[config.mk]
export PLATFORM = sky130hd
export DESIGN_NAME = ft_burst_sram
export DESIGN_NICKNAME = d
export VERILOG_FILES = /design/src/rtl/ft_burst_pkg.sv /design/src/rtl/ft_burst_ctrl.sv /design/src/rtl/ft_burst_addr.sv /design/src/rtl/ft_lane_ram.sv /design/src/rtl/ft_burst_sram.sv
export SDC_FILE = /design/constraint.sdc
export NUM_CORES = 2
export LEC_CHECK = 0
export ABC_AREA = 1
export CORE_ASPECT_RATIO = 1.1
export CORE_MARGIN = 1.5
export CORE_UTILIZATION = 35
export DETAILED_ROUTE_END_ITERATION = 16
export GPL_ROUTABILITY_DRIVEN = 0
export PLACE_DENSITY = 0.56
export SETUP_SLACK_MARGIN = 0.05
export SLEW_MARGIN = 20
export SYNTH_ARGS = -nofsm -noshare
export SYNTH_HDL_FRONTEND = slang
export SYNTH_HIERARCHICAL = 1
export SYNTH_SLANG_ARGS = --single-unit
[constraint.sdc]
create_clock -name clk -period 4.9 [get_ports clk]
set_input_delay 0.98 -clock clk [delete_from_list [all_inputs] [get_ports clk]]
set_output_delay 0.98 -clock clk [all_outputs]
set_load 0.02 [all_outputs]
[src/rtl/ft_burst_pkg.sv]
package ft_burst_pkg;

    localparam int BEAT_W = 2;

    typedef enum logic [1:0] {
        ACC_IDLE  = 2'd0,
        ACC_READ  = 2'd1,
        ACC_WRITE = 2'd2
    } acc_e;

    // low address bits of a beat, given start bits, beat index and order
    function automatic logic [BEAT_W-1:0] beat_offset(
        input logic [BEAT_W-1:0] start,
        input logic [BEAT_W-1:0] idx,
        input logic              ilv
    );
        return ilv ? (start ^ idx) : (start + idx);
    endfunction

endpackage

[src/rtl/ft_burst_ctrl.sv]
module ft_burst_ctrl
    import ft_burst_pkg::*;
#(
    parameter int ADDR_W = 6,
    parameter int LANES  = 4
) (
    input  logic              clk,
    input  logic              rst_n,
    input  logic              hold,
    input  logic              sleep,
    input  logic              burst_next,
    input  logic              sel_ok,
    input  logic              wr,
    input  logic [ADDR_W-1:0] addr,
    input  logic [LANES-1:0]  lane_we,
    output acc_e              acc_q,
    output logic [ADDR_W-1:0] base_q,
    output logic [BEAT_W-1:0] cnt_q,
    output logic [LANES-1:0]  be_q,
    output logic              commit
);

    typedef struct packed {
        acc_e              acc;
        logic [ADDR_W-1:0] base;
        logic [BEAT_W-1:0] cnt;
        logic [LANES-1:0]  be;
    } ctl_t;

    ctl_t st_d, st_q;

    always_comb begin
        st_d = st_q;
        if (sleep) begin
            st_d.acc = ACC_IDLE;
        end else if (!hold) begin
            if (!burst_next) begin
                if (sel_ok) begin
                    st_d.acc  = wr ? ACC_WRITE : ACC_READ;
                    st_d.base = addr;
                    st_d.cnt  = '0;
                    st_d.be   = wr ? lane_we : '0;
                end else begin
                    st_d.acc = ACC_IDLE;
                end
            end else if (st_q.acc != ACC_IDLE) begin
                st_d.cnt = st_q.cnt + BEAT_W'(1);
                st_d.be  = (st_q.acc == ACC_WRITE) ? lane_we : '0;
            end
        end
    end

    always_ff @(posedge clk or negedge rst_n) begin
        if (!rst_n) begin
            st_q <= '0;
        end else begin
            st_q <= st_d;
        end
    end

    assign acc_q  = st_q.acc;
    assign base_q = st_q.base;
    assign cnt_q  = st_q.cnt;
    assign be_q   = st_q.be;
    // the open write beat completes at the next enabled, awake edge
    assign commit = (st_q.acc == ACC_WRITE) && !hold && !sleep;

endmodule

[src/rtl/ft_burst_addr.sv]
module ft_burst_addr
    import ft_burst_pkg::*;
#(
    parameter int ADDR_W = 6
) (
    input  logic [ADDR_W-1:0] base,
    input  logic [BEAT_W-1:0] cnt,
    input  logic              ilv,
    output logic [ADDR_W-1:0] cur
);

    logic [BEAT_W-1:0] low;

    assign low = beat_offset(base[BEAT_W-1:0], cnt, ilv);
    assign cur = {base[ADDR_W-1:BEAT_W], low};

endmodule

[src/rtl/ft_lane_ram.sv]
module ft_lane_ram #(
    parameter int DEPTH  = 64,
    parameter int LANE_W = 9,
    parameter int ADDR_W = $clog2(DEPTH)
) (
    input  logic              clk,
    input  logic              we,
    input  logic [ADDR_W-1:0] addr,
    input  logic [LANE_W-1:0] wdata,
    output logic [LANE_W-1:0] rdata
);

    logic [LANE_W-1:0] mem [DEPTH];

    always_ff @(posedge clk) begin
        if (we) begin
            mem[addr] <= wdata;
        end
    end

    assign rdata = mem[addr];

endmodule

[src/rtl/ft_burst_sram.sv]
module ft_burst_sram
    import ft_burst_pkg::*;
#(
    parameter  int DEPTH  = 64,
    parameter  int LANES  = 4,
    parameter  int LANE_W = 9,
    localparam int ADDR_W = $clog2(DEPTH),
    localparam int DATA_W = LANES * LANE_W
) (
    input  logic              clk,
    input  logic              rst_n,
    input  logic              hold,
    input  logic              sleep,
    input  logic              csa_n,
    input  logic              csb,
    input  logic              csc_n,
    input  logic              burst_next,
    input  logic              wr,
    input  logic [ADDR_W-1:0] addr,
    input  logic [LANES-1:0]  lane_we,
    input  logic              burst_ilv,
    input  logic              bus_off,
    input  logic [DATA_W-1:0] wdata,
    output logic [DATA_W-1:0] rdata,
    output logic              rdata_drv
);

    logic              sel_ok;
    acc_e              acc_q;
    logic [ADDR_W-1:0] base_q;
    logic [BEAT_W-1:0] cnt_q;
    logic [LANES-1:0]  be_q;
    logic              commit;
    logic [ADDR_W-1:0] cur;

    assign sel_ok = !csa_n && csb && !csc_n;

    ft_burst_ctrl #(
        .ADDR_W (ADDR_W),
        .LANES  (LANES)
    ) u_ctrl (
        .clk        (clk),
        .rst_n      (rst_n),
        .hold       (hold),
        .sleep      (sleep),
        .burst_next (burst_next),
        .sel_ok     (sel_ok),
        .wr         (wr),
        .addr       (addr),
        .lane_we    (lane_we),
        .acc_q      (acc_q),
        .base_q     (base_q),
        .cnt_q      (cnt_q),
        .be_q       (be_q),
        .commit     (commit)
    );

    ft_burst_addr #(
        .ADDR_W (ADDR_W)
    ) u_addr (
        .base (base_q),
        .cnt  (cnt_q),
        .ilv  (burst_ilv),
        .cur  (cur)
    );

    for (genvar i = 0; i < LANES; i++) begin : g_lane
        ft_lane_ram #(
            .DEPTH  (DEPTH),
            .LANE_W (LANE_W),
            .ADDR_W (ADDR_W)
        ) u_lane (
            .clk   (clk),
            .we    (commit && be_q[i]),
            .addr  (cur),
            .wdata (wdata[i*LANE_W +: LANE_W]),
            .rdata (rdata[i*LANE_W +: LANE_W])
        );
    end

    assign rdata_drv = (acc_q == ACC_READ) && !bus_off && !sleep;

endmodule

==> results.json <==
{
  "status": "complete, no violations",
  "max_slew_margin_pct": 21.1,
  "crit_path_max_incr_delay_ns": 0.45,
  "die_h_um": 562,
  "synth_area_mm2": 0.0993,
  "rrSetupSlack_ns": 1.15,
  "r2r-end": "g_lane[2].u_lane/mem[26][5]",
  "grt_first_pass_wirelength_mm": 415,
  "ant_nets": 0,
  "path_common_cell": "nand2_1",
  "worstPathMaxFanout": 43,
  "drv_slew": 0,
  "drv_cap": 0,
  "synth_compound_area_share_pct": 0.317,
  "cts-root-buf": "clkbuf_16",
  "synth_mux_area_share_pct": 0,
  "synth_cell_type_count": 32,
  "worstSetupStartpointType": "flip-flop",
  "wl_per_cell_um": 19.5,
  "cp_slowest_cell": "ha_4",
  "synth_top_area_share_pct": 69.6,
  "rows": 204,
  "netSwitchingPower_mw": 18.8,
  "critical_path.top_delay_family": "buffers and inverters",
  "yosys.cell_count.top_type": "nand2_1",
  "tritoncts": "yes",
  "ff_latch_area_mm2": 0.0696,
  "internal_power_mw": 37.6,
  "finalCritPeriodShare_pct": 97.2,
  "hpwl_mm": 168,
  "critPathKind": "reg -> out",
  "hold_buffers": 0,
  "fin_nets": 10269,
  "clock_skew_ns": 0.0503,
  "min_from": "wdata[26]",
  "r2r_cells": 13,
  "ys_ff_latch": 2318,
  "core_area_mm2": 0.282,
  "portBuffers": 93,
  "cts.sinks": 2318,
  "worstHoldEndpoint": "g_lane[2].u_lane/mem[19][8]",
  "synth_flop_cell": "edfxtp_1",
  "totalWireLength_mm": 275,
  "synthXorXnorAreaFrac_pct": 0,
  "syn2layout_area_growth_pct": 16.3,
  "multiInputGateArea_mm2": 0.0267,
  "fmaxAchievable_mhz": 210,
  "first_global_vias": 66883,
  "synth_common_cells": "6304 x nand2_1, 2304 x edfxtp_1, 361 x nor2_1",
  "clk-insertion-delay-late_ns": 0.88,
  "finalHoldViolCount": 0,
  "cellPowerDensity_mw_per_mm2": 488,
  "synth.area.top_cells": "edfxtp_1 70%, nand2_1 24%, buf_2 1.4%",
  "fin_hold_ws_ns": 0.305,
  "finalPower_mw": 56.4,
  "fill_cells": 26890,
  "viasPerCell": 4.80,
  "remaining_drc_errors": 0,
  "grt_start_max_net_pins": 93,
  "rsz0062_at_grt": "true",
  "synth_adder_area_share_pct": 0.0126,
  "p_leak_nw": 48.0,
  "tightest_slew_ns": 1.18,
  "dr.pass1.iters": 8,
  "stdcell_count": 14111,
  "cp-end-kind": "output port",
  "pwr-share-seq_pct": 38.8,
  "place_inst": 13638,
  "combPwrFrac_pct": 28.3,
  "ys_seq_area_share_pct": 70.0,
  "fin_crit_ns": 4.76,
  "syn_nets": 9859,
  "utilization_pct": 41.1,
  "grt_overflow": 0,
  "crit_arrival_ns": 3.78,
  "ys_warn_count": 6,
  "synth_area_leader_cell": "edfxtp_1",
  "cp_num_buf_inv": 4,
  "synth-edff-count": 2304,
  "vias": 67791,
  "initial_utilization_pct": 35.3,
  "clk_pin_slew_worst_paths_ns": 0.07,
  "avgSynthCellArea_um2": 10.1,
  "grt_usage_pct": 18.7,
  "hold_depth": 1,
  "yosys.area_share.simple_pct": 26.4,
  "cp_data_required_time_ns": 3.92,
  "drive_gt1_share_pct": 10.3,
  "hp-class": "in -> reg",
  "tns_ns": 0,
  "switching_share_pct": 33.3,
  "synth_top_family_by_area": "simple AND/OR/NAND/NOR gates",
  "synthCells": 9801,
  "fp.dieW_um": 511,
  "cts_buffers": 246,
  "drt_iter0_drc": 5956,
  "peakVddDrop_mv": 0.361,
  "cts_buffer_depth": 4,
  "worstReg2RegStart": "u_ctrl/base_q[0]",
  "path_cells": "ha_4 -> buf_8 -> buf_16 -> buf_16 -> nand2_1 -> nand2_1 -> nand2_1 -> nand2_1 -> nand2_1 -> nand2_1 -> nand2_1 -> nand2_1 -> nor2_2 -> nand2_1 -> clkdlybuf4s15_2",
  "ios": 94,
  "setup_viol": 0,
  "antenna_found_initial": 3,
  "synthArstFlopShare_pct": 0.604,
  "p_clk_share_pct": 32.9,
  "htree_levels": 4,
  "dieArea_mm2": 0.287
}
## cell families after synthesis
logic type,Yosys count
simple gates,6827
fa+ha+maj,1
flops,2318
compound gates,51
buf+inv,604
## registers in the layout, summed over array words and instances (netlist names)
| signal | count |
|---|---|
| u_ctrl/base_q | 6 |
| u_ctrl/be_q | 4 |
| g_lane.u_lane/mem | 2304 |
| u_ctrl/cnt_q | 2 |
| u_ctrl/acc_q | 2 |
## worst max path at each step
| stage | slack, ns | cells past startpoint | endpoint | startpoint |
|---|---|---|---|---|
| global placement | -0.37 | 18 | rdata[22] | burst_ilv |
| finish | 0.14 | 15 | rdata[31] | u_ctrl/cnt_q[0] |
| CTS | -0.007 | 15 | rdata[28] | u_ctrl/base_q[0] |
| floorplan | 1.60 | 6 | g_lane[0].u_lane/mem[41][0] | hold |
| global route | -0.003 | 16 | rdata[13] | u_ctrl/base_q[0] |
| detailed placement | -0.26 | 18 | rdata[22] | burst_ilv |
## layout make-up
class / count / share of cell area [%]
sequential: 2318 / 60.2
timing repair buffer: 628 / 5.32
clock buffer: 288 / 5.50
inverter: 137 / 0.516
clock inverter: 151 / 1.38
multi-input combinational: 6879 / 23.1
tap: 3708 / 4.01
antenna: 1 / 0.00216
timing repair inverter: 1 / 0.00758
## worst reg2reg max path: stages, from the launching register on
cell and delay (ns):
dfrtp_1 0.42, ha_4 0.17, inv_1 0.06, nor2_2 0.03
nand3_1 0.06, nand2_1 0.15, inv_8 0.13, buf_12 0.20
inv_4 0.14, buf_12 0.19, nor2_2 0.25, buf_4 0.17
nand3_1 0.42, nor2_1 0.94
## placed cells by master, fill, tap and decap left out, types with 5 or more instances in the layout
cell type,Yosys,final
nand2_1,6304,6288
edfxtp_1,2304,2304
buf_4,61,436
nor2_1,361,345
clkbuf_16,0,254
inv_1,115,114
nand3_1,67,67
buf_12,0,59
clkinv_2,0,51
clkinv_1,4,47
buf_2,276,43
clkbuf_1,49,40
bufinv_16,0,32
buf_16,0,25
nor2_2,9,22
o21ai_1,24,21
clkdlybuf4s50_1,0,21
or2_1,20,20
o211ai_1,20,20
nor3_4,16,17
nand2_2,1,17
nand4_1,16,16
nor3_2,16,15
inv_2,14,14
buf_6,57,13
clkbuf_2,0,10
dfrtp_1,14,9
clkinvlp_4,0,8
inv_6,0,7
nor4_1,9,6
clkdlybuf4s15_2,0,6
inv_16,0,5
clkinv_4,0,5
## metal layers
layer  GRT usage (%)  vias to the layer above  share of wire (%)
met4            5.80                        0                2.9
li1                -                    32505                  -
met2            31.4                     2003                 48
met1            25.4                    32855                 44
met5               0                        -                  0
met3            2.03                      428                5.4
## repair_timing
action                     CTS  global route
resized for setup          145            49
setup buffers                5             9
setup endpoints to repair   36            34
pin swaps                    3             3
cloned                      11             7
## power groups by stage
stage / Clock [mW] / Sequential, mW / Combinational (mW)
final: 18.6 / 21.9 / 16.0
after global routing: 19.6 / 21.9 / 17.8
after detailed placement: 0 / 22.3 / 15.1
after global placement: 0 / 22.3 / 15.1
after CTS: 18.9 / 21.9 / 15.8
after floorplan: 0 / 22.2 / 9.95
## per-stage QoR
step / instance area (um2) / setup slack [ns]
after global routing: 116000 / -0.00326
final: 116000 / 0.136
after CTS: 115000 / -0.00719
after global placement: 107000 / -0.367
after floorplan: 99300 / 1.60
after detailed placement: 107000 / -0.264
No activity file was read; power rests on OpenSTA's default activity.
